===== src/rtl/cal_pkg.sv =====
package cal_pkg;

  typedef enum logic [3:0] {
    CMD_IDLE       = 4'h0,
    CMD_COEF_WR    = 4'h1,
    CMD_NV_SET     = 4'h2,
    CMD_NV_WIPE    = 4'h4,
    CMD_GO         = 4'h8,
    CMD_GO_LOAD    = 4'hA,
    CMD_GO_MUTE    = 4'hC,
    CMD_GO_LOAD_MU = 4'hE
  } cal_cmd_e;

  typedef struct packed {
    logic coef_wr;
    logic nv_set;
    logic nv_wipe;
    logic go;
    logic load;
    logic mute;
  } cal_op_t;

endpackage


===== src/rtl/cal_cmd_dec.sv =====
module cal_cmd_dec
  import cal_pkg::*;
(
  input  logic       vld_i,
  input  logic [3:0] code_i,
  output cal_op_t    op_o
);

  always_comb begin
    op_o = '0;
    if (vld_i) begin
      unique case (code_i)
        CMD_COEF_WR:    op_o.coef_wr = 1'b1;
        CMD_NV_SET:     op_o.nv_set  = 1'b1;
        CMD_NV_WIPE:    op_o.nv_wipe = 1'b1;
        CMD_GO: begin
          op_o.go = 1'b1;
        end
        CMD_GO_LOAD: begin
          op_o.go   = 1'b1;
          op_o.load = 1'b1;
        end
        CMD_GO_MUTE: begin
          op_o.go   = 1'b1;
          op_o.mute = 1'b1;
        end
        CMD_GO_LOAD_MU: begin
          op_o.go   = 1'b1;
          op_o.load = 1'b1;
          op_o.mute = 1'b1;
        end
        default: op_o = '0;
      endcase
    end
  end

endmodule


===== src/rtl/cal_nv_array.sv =====
module cal_nv_array #(
  parameter int NBITS = 128,
  localparam int IW   = $clog2(NBITS)
) (
  input  logic             clk,
  input  logic             wipe_i,
  input  logic             set_i,
  input  logic [IW-1:0]    set_idx_i,
  output logic [NBITS-1:0] bits_o
);

  for (genvar gi = 0; gi < NBITS; gi++) begin : g_cell
    logic hit;
    logic cell_en;
    logic cell_d;
    logic cell_q;

    assign hit     = set_i && (set_idx_i == IW'(gi));
    assign cell_en = wipe_i || hit;

    always_comb begin
      cell_d = cell_q;
      if (wipe_i) begin
        cell_d = 1'b0;
      end else if (hit) begin
        cell_d = 1'b1;
      end
    end

    always_ff @(posedge clk) begin
      if (cell_en) begin
        cell_q <= cell_d;
      end
    end

    assign bits_o[gi] = cell_q;
  end

endmodule


===== src/rtl/cal_coef_rf.sv =====
module cal_coef_rf #(
  parameter int NREG = 8,
  parameter int DW   = 16,
  localparam int AW  = $clog2(NREG),
  localparam int FW  = NREG * DW
) (
  input  logic          clk,
  input  logic          rst_n,
  input  logic          wr_i,
  input  logic [AW-1:0] wr_idx_i,
  input  logic [DW-1:0] wr_data_i,
  input  logic          load_i,
  input  logic [FW-1:0] load_data_i,
  output logic [FW-1:0] regs_o
);

  for (genvar gr = 0; gr < NREG; gr++) begin : g_reg
    logic          sel;
    logic          reg_en;
    logic [DW-1:0] reg_d;
    logic [DW-1:0] reg_q;

    assign sel    = wr_i && (wr_idx_i == AW'(gr));
    assign reg_en = load_i || sel;

    always_comb begin
      reg_d = reg_q;
      if (load_i) begin
        reg_d = load_data_i[gr*DW +: DW];
      end else if (sel) begin
        reg_d = wr_data_i;
      end
    end

    always_ff @(posedge clk or negedge rst_n) begin
      if (!rst_n) begin
        reg_q <= '0;
      end else if (reg_en) begin
        reg_q <= reg_d;
      end
    end

    assign regs_o[gr*DW +: DW] = reg_q;
  end

endmodule


===== src/rtl/cal_cmd_ctrl.sv =====
module cal_cmd_ctrl
  import cal_pkg::*;
#(
  parameter int NREG    = 8,
  parameter int DW      = 16,
  parameter int AMP_BIT = 12,
  parameter int RPT_BIT = 13,
  localparam int NBITS  = NREG * DW,
  localparam int IW     = $clog2(NBITS),
  localparam int AW     = $clog2(NREG)
) (
  input  logic             clk,
  input  logic             rst_n,
  input  logic             cmd_vld,
  input  logic [3:0]       cmd_code,
  input  logic [IW-1:0]    cmd_addr,
  input  logic [DW-1:0]    cmd_data,
  output logic [NBITS-1:0] coef_bus,
  output logic             cfg_amp_en,
  output logic             cfg_repeat,
  output logic             sout_en,
  output logic             conv_start
);

  // reset release synchronizer
  logic [1:0] rst_sync_q;
  logic       rst_int_n;

  always_ff @(posedge clk or negedge rst_n) begin
    if (!rst_n) begin
      rst_sync_q <= 2'b00;
    end else begin
      rst_sync_q <= {rst_sync_q[0], 1'b1};
    end
  end

  assign rst_int_n = rst_sync_q[1];

  // command decode
  cal_op_t          op;
  logic [NBITS-1:0] nv_bits;

  cal_cmd_dec u_dec (
    .vld_i  (cmd_vld && rst_int_n),
    .code_i (cmd_code),
    .op_o   (op)
  );

  cal_nv_array #(.NBITS(NBITS)) u_nv (
    .clk       (clk),
    .wipe_i    (op.nv_wipe),
    .set_i     (op.nv_set),
    .set_idx_i (cmd_addr),
    .bits_o    (nv_bits)
  );

  cal_coef_rf #(.NREG(NREG), .DW(DW)) u_rf (
    .clk         (clk),
    .rst_n       (rst_int_n),
    .wr_i        (op.coef_wr),
    .wr_idx_i    (cmd_addr[AW-1:0]),
    .wr_data_i   (cmd_data),
    .load_i      (op.go && op.load),
    .load_data_i (nv_bits),
    .regs_o      (coef_bus)
  );

  // output enable and start pulse pipeline
  logic sout_d, sout_q;
  logic go_d, go_q;
  logic pulse_d, pulse_q;

  always_comb begin
    sout_d  = sout_q;
    if (op.go) begin
      sout_d = !op.mute;
    end
    go_d    = op.go;
    pulse_d = go_q;
  end

  always_ff @(posedge clk or negedge rst_int_n) begin
    if (!rst_int_n) begin
      sout_q  <= 1'b0;
      go_q    <= 1'b0;
      pulse_q <= 1'b0;
    end else begin
      sout_q  <= sout_d;
      go_q    <= go_d;
      pulse_q <= pulse_d;
    end
  end

  assign sout_en    = sout_q;
  assign conv_start = pulse_q;
  assign cfg_amp_en = coef_bus[AMP_BIT];
  assign cfg_repeat = coef_bus[RPT_BIT];

endmodule


===== config.mk =====
export PLATFORM = sky130hd
export DESIGN_NAME = cal_cmd_ctrl
export DESIGN_NICKNAME = d
export VERILOG_FILES = /design/src/rtl/cal_pkg.sv /design/src/rtl/cal_cmd_dec.sv /design/src/rtl/cal_nv_array.sv /design/src/rtl/cal_coef_rf.sv /design/src/rtl/cal_cmd_ctrl.sv
export SDC_FILE = /design/constraint.sdc
export NUM_CORES = 1
export LEC_CHECK = 0
export ABC_AREA = 0
export CORE_ASPECT_RATIO = 1.4
export CORE_MARGIN = 1
export CORE_UTILIZATION = 47
export DETAILED_ROUTE_END_ITERATION = 8
export GPL_TIMING_DRIVEN = 0
export PLACE_DENSITY = 0.71
export SYNTH_ARGS = -nofsm -noshare
export SYNTH_HDL_FRONTEND = slang
export SYNTH_SLANG_ARGS = --single-unit

===== constraint.sdc =====
create_clock -name clk -period 8.1 [get_ports clk]
set_clock_uncertainty 0.2 [all_clocks]
set_input_delay 1.215 -clock clk [delete_from_list [all_inputs] [get_ports clk]]
set_output_delay 1.215 -clock clk [all_outputs]
set_load 0.01 [all_outputs]

Word-level counts from Yosys, hierarchy flattened
Index checks and enable logic that the tools add are counted.

Flip-flop bits (word level): 261. Bits of input ports: 30. Output and inout port bits: 132. Logic and storage cells: 984.

Equal/unequal tests: 141. Muxes and demuxes: 151. Reduce and logical (&&, ||, !) cells: 552.

Operators by type and width (count): $eq A7 B7 Y1 const B (64); $reduce_and A2 Y1 (136); $reduce_bool A2 Y1 (136); $mux W16 (16); $eq A7 B6 Y1 const B (32); $logic_and A1 B1 Y1 (138); $logic_or A1 B1 Y1 (136); $mux W1 (134); $eq A7 B5 Y1 const B (16); $eq A7 B4 Y1 const B (8); $eq A7 B3 Y1 const B (4); $eq A4 B4 Y1 const B (4); $eq A7 B2 Y1 const B (2); $eq A3 B3 Y1 const B (4); $eq A7 B1 Y1 const B (1); $logic_not A7 Y1 (1); $eq A3 B2 Y1 const B (2); $mux W6 (1); $eq A4 B1 Y1 const B (1); $eq A4 B2 Y1 const B (1); $eq A4 B3 Y1 const B (1); $reduce_or A2 Y1 (2); $reduce_or A4 Y1 (1); $eq A3 B1 Y1 const B (1); 2 further kinds (2).

Longest topological paths before layout
Gate-level depths: netlist of the first run.

Depth in word-level cells: 7. Depth in mapped cells: 7. Mapped depth without buffers: 4.

Modules after synthesis
A second synthesis of the first run with hierarchy kept.

Cell total of the unflattened synthesis: 1072. Area total of the unflattened synthesis: 12640.9 um^2.

By module, submodules not included: cal_nv_array (instances 1, cells an instance 467, area each 6343.6 um^2, seq. area each 3843.7 um^2); cal_coef_rf (instances 1, cells an instance 584, area each 6050.8 um^2, seq. area each 3203.1 um^2); cal_cmd_ctrl (instances 1, cells an instance 12, area each 171.4 um^2, seq. area each 125.1 um^2); cal_cmd_dec (instances 1, cells an instance 9, area each 75.1 um^2, seq. area each 0.0 um^2).

Least setup slack after synthesis of the first run
No wires, ideal clock.

Kind: register to register. From: reg rst_sync_q[1]. To: reg u_nv.g_cell[11].cell_q (enable). Library setup time: 0.394 ns. Arrival time: 5.486 ns. Required time: 7.506 ns. Setup slack: 2.020 ns. Stages on the path, launching flop included: 6. Buffers on the path: 2. Period minus slack after synthesis: 6.080 ns. Cells stage by stage: dfrtp_1 > nor4bb_1 > nand3b_1 > clkbuf_1 > buf_1 > o21ai_0.

Word-level cells in the longest chain between the ends: 5. Elaborated cells between the ends (all ways): 6. Classes of those cells: 1 x mux; 5 x reduce/logical.

Ends and longest elaborated chain: start, declared (line cal_cmd_ctrl.sv:26) `logic [1:0] rst_sync_q;`; start signal, assigned (line cal_cmd_ctrl.sv:33) `rst_sync_q <= {rst_sync_q[0], 1'b1};`; $logic_and A1 B1 Y1 (*) (line cal_cmd_ctrl.sv:44) `.vld_i (cmd_vld && rst_int_n),`; $mux W6 (*) (line cal_cmd_dec.sv:11) `if (vld_i) begin`; $logic_and A1 B1 Y1 (line cal_nv_array.sv:18) `assign hit = set_i && (set_idx_i == IW'(gi));`; $reduce_bool A2 Y1 (no line) / $logic_or A1 B1 Y1 (equally long branches); $reduce_and A2 Y1 (no line) (*); end signal, assigned (line cal_nv_array.sv:32) `cell_q <= cell_d;`; end, declared (line cal_nv_array.sv:16) `logic cell_q;`.

Mark *: on every way between the ends. The rest lies on a longest branch, timed or not. A chain may end at the register's enable or synchronous reset.

==> results of run 1 <==
## how the worst min path moves through the flow
stage	startpoint	endpoint
final	rst_sync_q[0]$_DFF_PN0_	rst_sync_q[1]$_DFF_PN0_
after global routing	rst_sync_q[0]$_DFF_PN0_	rst_sync_q[1]$_DFF_PN0_
after CTS	rst_sync_q[0]$_DFF_PN0_	rst_sync_q[1]$_DFF_PN0_
after detailed placement	rst_sync_q[1]$_DFF_PN0_	u_rf.g_reg[6].reg_q[2]$_DFFE_PN0P_
after global placement	rst_sync_q[0]$_DFF_PN0_	rst_sync_q[1]$_DFF_PN0_
after floorplan	go_q$_DFF_PN0_	conv_start$_DFF_PN0_
## through the flow
stage               power, µW  hold WS (ns)  utilization, %  setup WS (ns)  instance area [µm²]
global route             2912        0.1783           61.41          4.334                13520
CTS                      2840        0.1700           61.41          4.513                13520
detailed placement       1713      -0.01965           57.78          3.978                12720
floorplan                1564        0.1312               -          2.020                10650
finish                   2841        0.1689           61.43          4.409                13530
global placement         1705        0.1354           57.32        -0.6091                12620
## cells in the final DEF, fill, tap and decap left out, types with 3 or more instances in the layout
cell type,instances
clkinv_1,3
nor2_1,3
edfxtp_1,128
clkbuf_1,69
nor2b_1,4
clkbuf_8,3
o211ai_1,128
o21ai_2,6
dfrtp_1,132
o21ai_0,118
o21ai_1,4
buf_1,8
clkbuf_16,25
nand4b_1,3
nand2_1,157
buf_2,9
nand3_1,141
clkdlybuf4s50_1,160
## where the power goes
part | switching, µW | total [µW] | internal (µW) | leakage (µW)
sequential | 28.7 | 1460 | 1430 | 0.00333
combinational | 129 | 233 | 104 | 0.00151
clock | 493 | 1150 | 658 | 0.000383
total | 651 | 2840 | 2190 | 0.00521
## logic make-up (layout without fill, tap and decap cells)
logic type	count (synthesis)	after routing
muxes	1	1
and+or+nand+nor	322	322
AOI/OAI and AO/OA	256	256
buffers and inverters	84	293
other	1	2
DFF	261	261
## worst max-delay path, stage by stage
cell and delay [ns]:
clkdlybuf4s50_1 0.54, and4b_1 0.30, clkbuf_1 0.26, nand2_1 0.36
buf_2 0.30, nand2_1 0.64, o211ai_1 0.21
## sequential cells by signal, summed over array words and instances (netlist names)
register,count
u_nv.g_cell.cell_q,128
u_rf.g.reg_q,128
rst_sync_q,2
conv_start,1
go_q,1
sout_en,1
## synth_stat cells
cell and count:
nand2_1 157, nand3_1 141, dfrtp_1 133, edfxtp_1 128, o211ai_1 128, o21ai_0 118
clkbuf_1 62, buf_1 9, buf_2 8, o21ai_2 6, nor2b_1 4, o21ai_1 4
nand4b_1 3, nor2_1 3, and2_1 2, and3b_1 2, buf_4 2, buf_6 2
nand3b_1 2, and4b_1 1, and4bb_1 1, conb_1 1, inv_1 1, mux2i_1 1
nand3b_4 1, nand4_1 1, nor3b_1 1, nor4bb_1 1, or4b_1 1, or4b_4 1
## routing by layer
layer  track usage [%]  part of all wire (%)
met1             40.92                    38
met2             48.95                    48
met3             5.048                   9.8
met4             13.55                   3.8
met5                 0                     0
## timing repair
item | CTS | global route
endpoints found under the hold margin | 8 | 0
setup endpoints to repair | 0 | 0
hold buffers | 1 | 0
## final cells by class
class / instances / area [µm²]
diodes: 1 / 2.502
clock inverters: 9 / 97.59
repair buffers: 165 / 1707
fillers: 1807 / 8494
multi-input cells: 580 / 3131
well taps: 297 / 371.6
plain buffers: 83 / 345.3
flip-flops and latches: 261 / 7176
inverters: 1 / 3.754
clock buffers: 35 / 693.2
==> impl_metrics.toml, run 1 <==
[status]
status = "finished, final reports clean"

[route]
vias_per_cell = 6.124
dr.pass1.iters = 5
drc_errors = 0
ant_nets = 0
wl_per_cell_um = 24.44
drt_wl_total_um = 35000
first_iter_violations = 917
vias = 8770

[setup_path]
critical_path.max_fanout = 10
reg2reg_depth = 7
arrival_ns = 3.85
r2r_setup_slack_ns = 4.87
crit_type = "input port to flip-flop"
cp-start-kind = "input port"
r2r-start = "rst_sync_q[1]$_DFF_PN0_"
cp-endpoint = "u_rf.g_reg[1].reg_q[7]$_DFFE_PN0P_"
crit_start = "cmd_code[0]"
worstSetupEndpointType = "flip-flop"
r2r_end = "u_rf.g_reg[1].reg_q[7]$_DFFE_PN0P_"
cp.required_ns = 8.26

[logic_synthesis]
avgSynthCellArea_um2 = 11.51
yosys.area_share.adder_pct = 0
muxShareOfSynthArea_pct = 0.09398
synth_compound_area_share_pct = 15.25
synthSimpleGateAreaFrac_pct = 14.02
ys_ff_latch = 261
synth_top_area_share_pct = 36.09
netlist_instances = 925
synth_top_family_by_area = "compound AO/OA/AOI/OAI gates"
synth_nets = 955
synth_top_area_cell = "edfxtp_1"
synth_xor_area_share_pct = 0
synthesis.area_um2 = 10650
synthTopCellsByArea = "edfxtp_1 (36%), dfrtp_1 (31%), o211ai_1 (9.0%)"
yosys_warnings = 0
synth_cell_types = 30
ys_seq_area_share_pct = 67.34

[sta]
final-hold-violation-count = 0
fin_tns_setup_ns = 0
setup_viol = 0
period_minus_slack_ns = 3.691
fin_crit_sh_pct = 45.56
fmax_ghz = 0.2710
relSlewSlack_pct = 43.12
slew_viol_final = 0
rsz0062_at_grt = "no"
tightest_slew_ns = 0.8512

[global_route]
grt_pass1_vias = 8543
grt_pass1_wl_um = 51980
grt_max_degree = 68
grtUsageTotal_pct = 30.61
antenna_found_initial = 1
overflow = 0

[cts]
clock_sinks = 261
ctsResizeCount = 0
clk_latency_ns = 0.53
numCtsBuffers = 24
cts_tree = "done"
cts-root-buf = "clkbuf_16"
clk_pin_slew_worst_paths_ns = 0.06
cts_setup_buffers = 0
htree_levels = 1
cts_max_path_buffers = 3

[power_and_ir_drop]
vdd_drop_max_uv = 154.1
powerDensity_nw_per_um2 = 210.0
p_leak_uw = 0.005214

[floorplan]
fp.dieW_um = 129.2
start_util_pct = 48.36
die-height_um = 180.1
coreArea_um2 = 22020
core.rowCount = 64
top_level_ports = 162
die_area_um2 = 23270

[flow_run]
maxCapViolCount = 0

[layout]
drive_gt1_share_pct = 5.291
layout.nets = 1146
layoutNonFillerInstCount = 1432
area_growth_pct = 27.01

[placed_design]
io_buffers = 160
dpl.hpwl_um = 22860
gp_congestion = 0.8802
dp.cells = 1386

[hold_path]
hp-class = "flip-flop to flip-flop"
hold_depth = 0
Power figures use the tool's default switching activity.
==> run 2, diff against run 1 <==
- clock period: 8.1 -> 3.5 ns (I/O delays scaled with it)
==> run 2 against run 1 <==
Net effect:
- total power up 130%
- first-iteration DRC count up 5.0%
- sequential power up 130%
- final cell count about the same
==> impl_metrics.toml, run 2 (synthesized netlist as in run 1, its figures left out) <==
[setup_path]
critical_path.max_fanout = 50
cp-start-kind = "flip-flop"
worstSetupEndpointType = "flip-flop"
critPathBufInv = 3
cp.required_ns = 3.66
path_cells = "buf_16 > and4b_1 > clkbuf_1 > nand2_1 > buf_2 > nand2_1 > o211ai_1"
critPathTopFamily = "simple AND/OR/NAND/NOR gates"
slowest_stage = "dfrtp_4"
cpPeakStageDelay_ns = 0.67
crit_path_frequent_cell = "nand2_1"
crit_type = "flip-flop to flip-flop"
arrival_ns = 3.48

[global_route]
grt_max_degree = 77
grt_pass1_wl_um = 51470
grt_use_met2_pct = 48.37
grt_use_met3_pct = 4.810
grt_pass1_vias = 8411
grtUsageTotal_pct = 30.55
antenna_found_initial = 0
use_met1_pct = 40.78
top_usage_layer = "met2"
overflow = 0

[placed_design]
io_buffers = 160
dpl.hpwl_um = 22740
place_ws_ns = 0.05354
gp_congestion = 0.8793
placed_cell_area_um2 = 12710

[sta]
relSlewSlack_pct = 46.68
fin_crit_sh_pct = 94.89
hold_ws_ns = 0.05645
tightest_slew_ns = 0.7979
fmax_ghz = 0.3011
slew_viol_final = 0
worst_slack_ns = 0.1787
period_minus_slack_ns = 3.321
rsz0062_at_grt = "no"
setup_viol = 0
final-hold-violation-count = 0

[layout]
layout_commonest_cell = "clkdlybuf4s50_1"
multi_input_area_um2 = 3138
final_cell_mix = "clkdlybuf4s50_1 (160), nand2_1 (154), nand3_1 (141), dfrtp_1 (132)"
fin_area_um2 = 13510
area_growth_pct = 26.86
fillCellCount = 1811
drive_gt1_share_pct = 5.379
n_antenna_cell = 0
regArea_um2 = 7176
layout.nets = 1146
top_regs = "u_nv.g_cell.cell_q x128, u_rf.g.reg_q x128, rst_sync_q x2"

[power_and_ir_drop]
pwr-share-comb_pct = 8.3
vdd_drop_max_uv = 330.0
p_leak_uw = 0.005202
swShare_pct = 23.01
pwr-share-seq_pct = 52.3
powerDensity_nw_per_um2 = 477.6
p_sw_uw = 1485
p_int_uw = 4968
p_clk_share_pct = 39.3

[flow_run]
maxCapViolCount = 0

[route]
vias = 8687
dr.pass1.iters = 5
drc_errors = 0
ant_nets = 0
wl_per_cell_um = 24.38
drt_wl_total_um = 34890
vias_per_cell = 6.071
first_iter_violations = 963

[floorplan]
start_util_pct = 48.36
core.rowCount = 64
top_level_ports = 162
fp.dieW_um = 129.2
die_area_um2 = 23270
coreArea_um2 = 22020
die-height_um = 180.1

[cts]
clk_pin_slew_worst_paths_ns = 0.06
numCtsBuffers = 24
clk_latency_ns = 0.52
htree_levels = 1
cts_tree = "done"
clock_sinks = 261
cts-root-buf = "clkbuf_16"
cts_max_path_buffers = 3

[status]
status = "finished, final reports clean"

[hold_path]
hp-class = "flip-flop to asynchronous set/reset pin"
-- run 2: final timing paths --
path / end / start / depth (start not counted) / slack [ns]
max reg2reg: u_rf.g_reg[5].reg_q[10]$_DFFE_PN0P_ / rst_sync_q[1]$_DFF_PN0_ / 7 / 0.18
max in group asynchronous: rst_sync_q[1]$_DFF_PN0_ / rst_n / 2 / 2.46
min in group clk: conv_start$_DFF_PN0_ / go_q$_DFF_PN0_ / 0 / 0.15
max: u_rf.g_reg[5].reg_q[10]$_DFFE_PN0P_ / rst_sync_q[1]$_DFF_PN0_ / 7 / 0.18
min: u_rf.g_reg[3].reg_q[8]$_DFFE_PN0P_ / rst_sync_q[1]$_DFF_PN0_ / 0 / 0.06
min reg2reg: u_rf.g_reg[3].reg_q[8]$_DFFE_PN0P_ / rst_sync_q[1]$_DFF_PN0_ / 0 / 0.06
-- run 2: metrics by stage --
stage | cells | total power (µW) | setup TNS (ns) | util [%]
3_5_place_dp | 1385 | 3964 | 0 | 57.73
4_1_cts | 1430 | 6451 | 0 | 61.19
3_3_place_gp | 1382 | 3945 | -209.45 | 57.35
2_1_floorplan | 925 | 3620 | 0 | -
5_1_grt | 1431 | 6619 | 0 | 61.35
6_report | 1431 | 6452 | 0 | 61.35
-- run 2: area by class of cell --
class | count | area share, %
Buffer | 83 | 2.575
Clock buffer | 39 | 5.390
Clock inverter | 5 | 0.1760
Inverter | 1 | 0.02778
Multi-Input combinational cell | 580 | 23.23
Sequential cell | 261 | 53.11
Tap cell | 297 | 2.750
Timing Repair Buffer | 165 | 12.74
-- run 2: metal layers --
metal,part of all wire [%],vias up
li1,-,3805
met1,37,4282
met2,47,494
met3,9.8,106
met4,5.5,0
met5,0,-
-- run 2: repair_timing --
| item | 4_1_cts | 5_1_grt |
|---|---|---|
| hold endpoints to repair | 2 | 0 |
| hold buffers | 1 | 0 |
| buffers inserted | 0 | 1 |
| gates resized for setup | 0 | 3 |
| setup endpoints to repair | 0 | 84 |
-- run 2: power by group through the flow --
stage	Clock, µW	Combinational [µW]	Sequential [µW]
after floorplan	0	147	3470
after global routing	2660	571	3380
final	2540	538	3380
after CTS	2540	527	3380
after global placement	0	485	3460
after detailed placement	0	524	3440
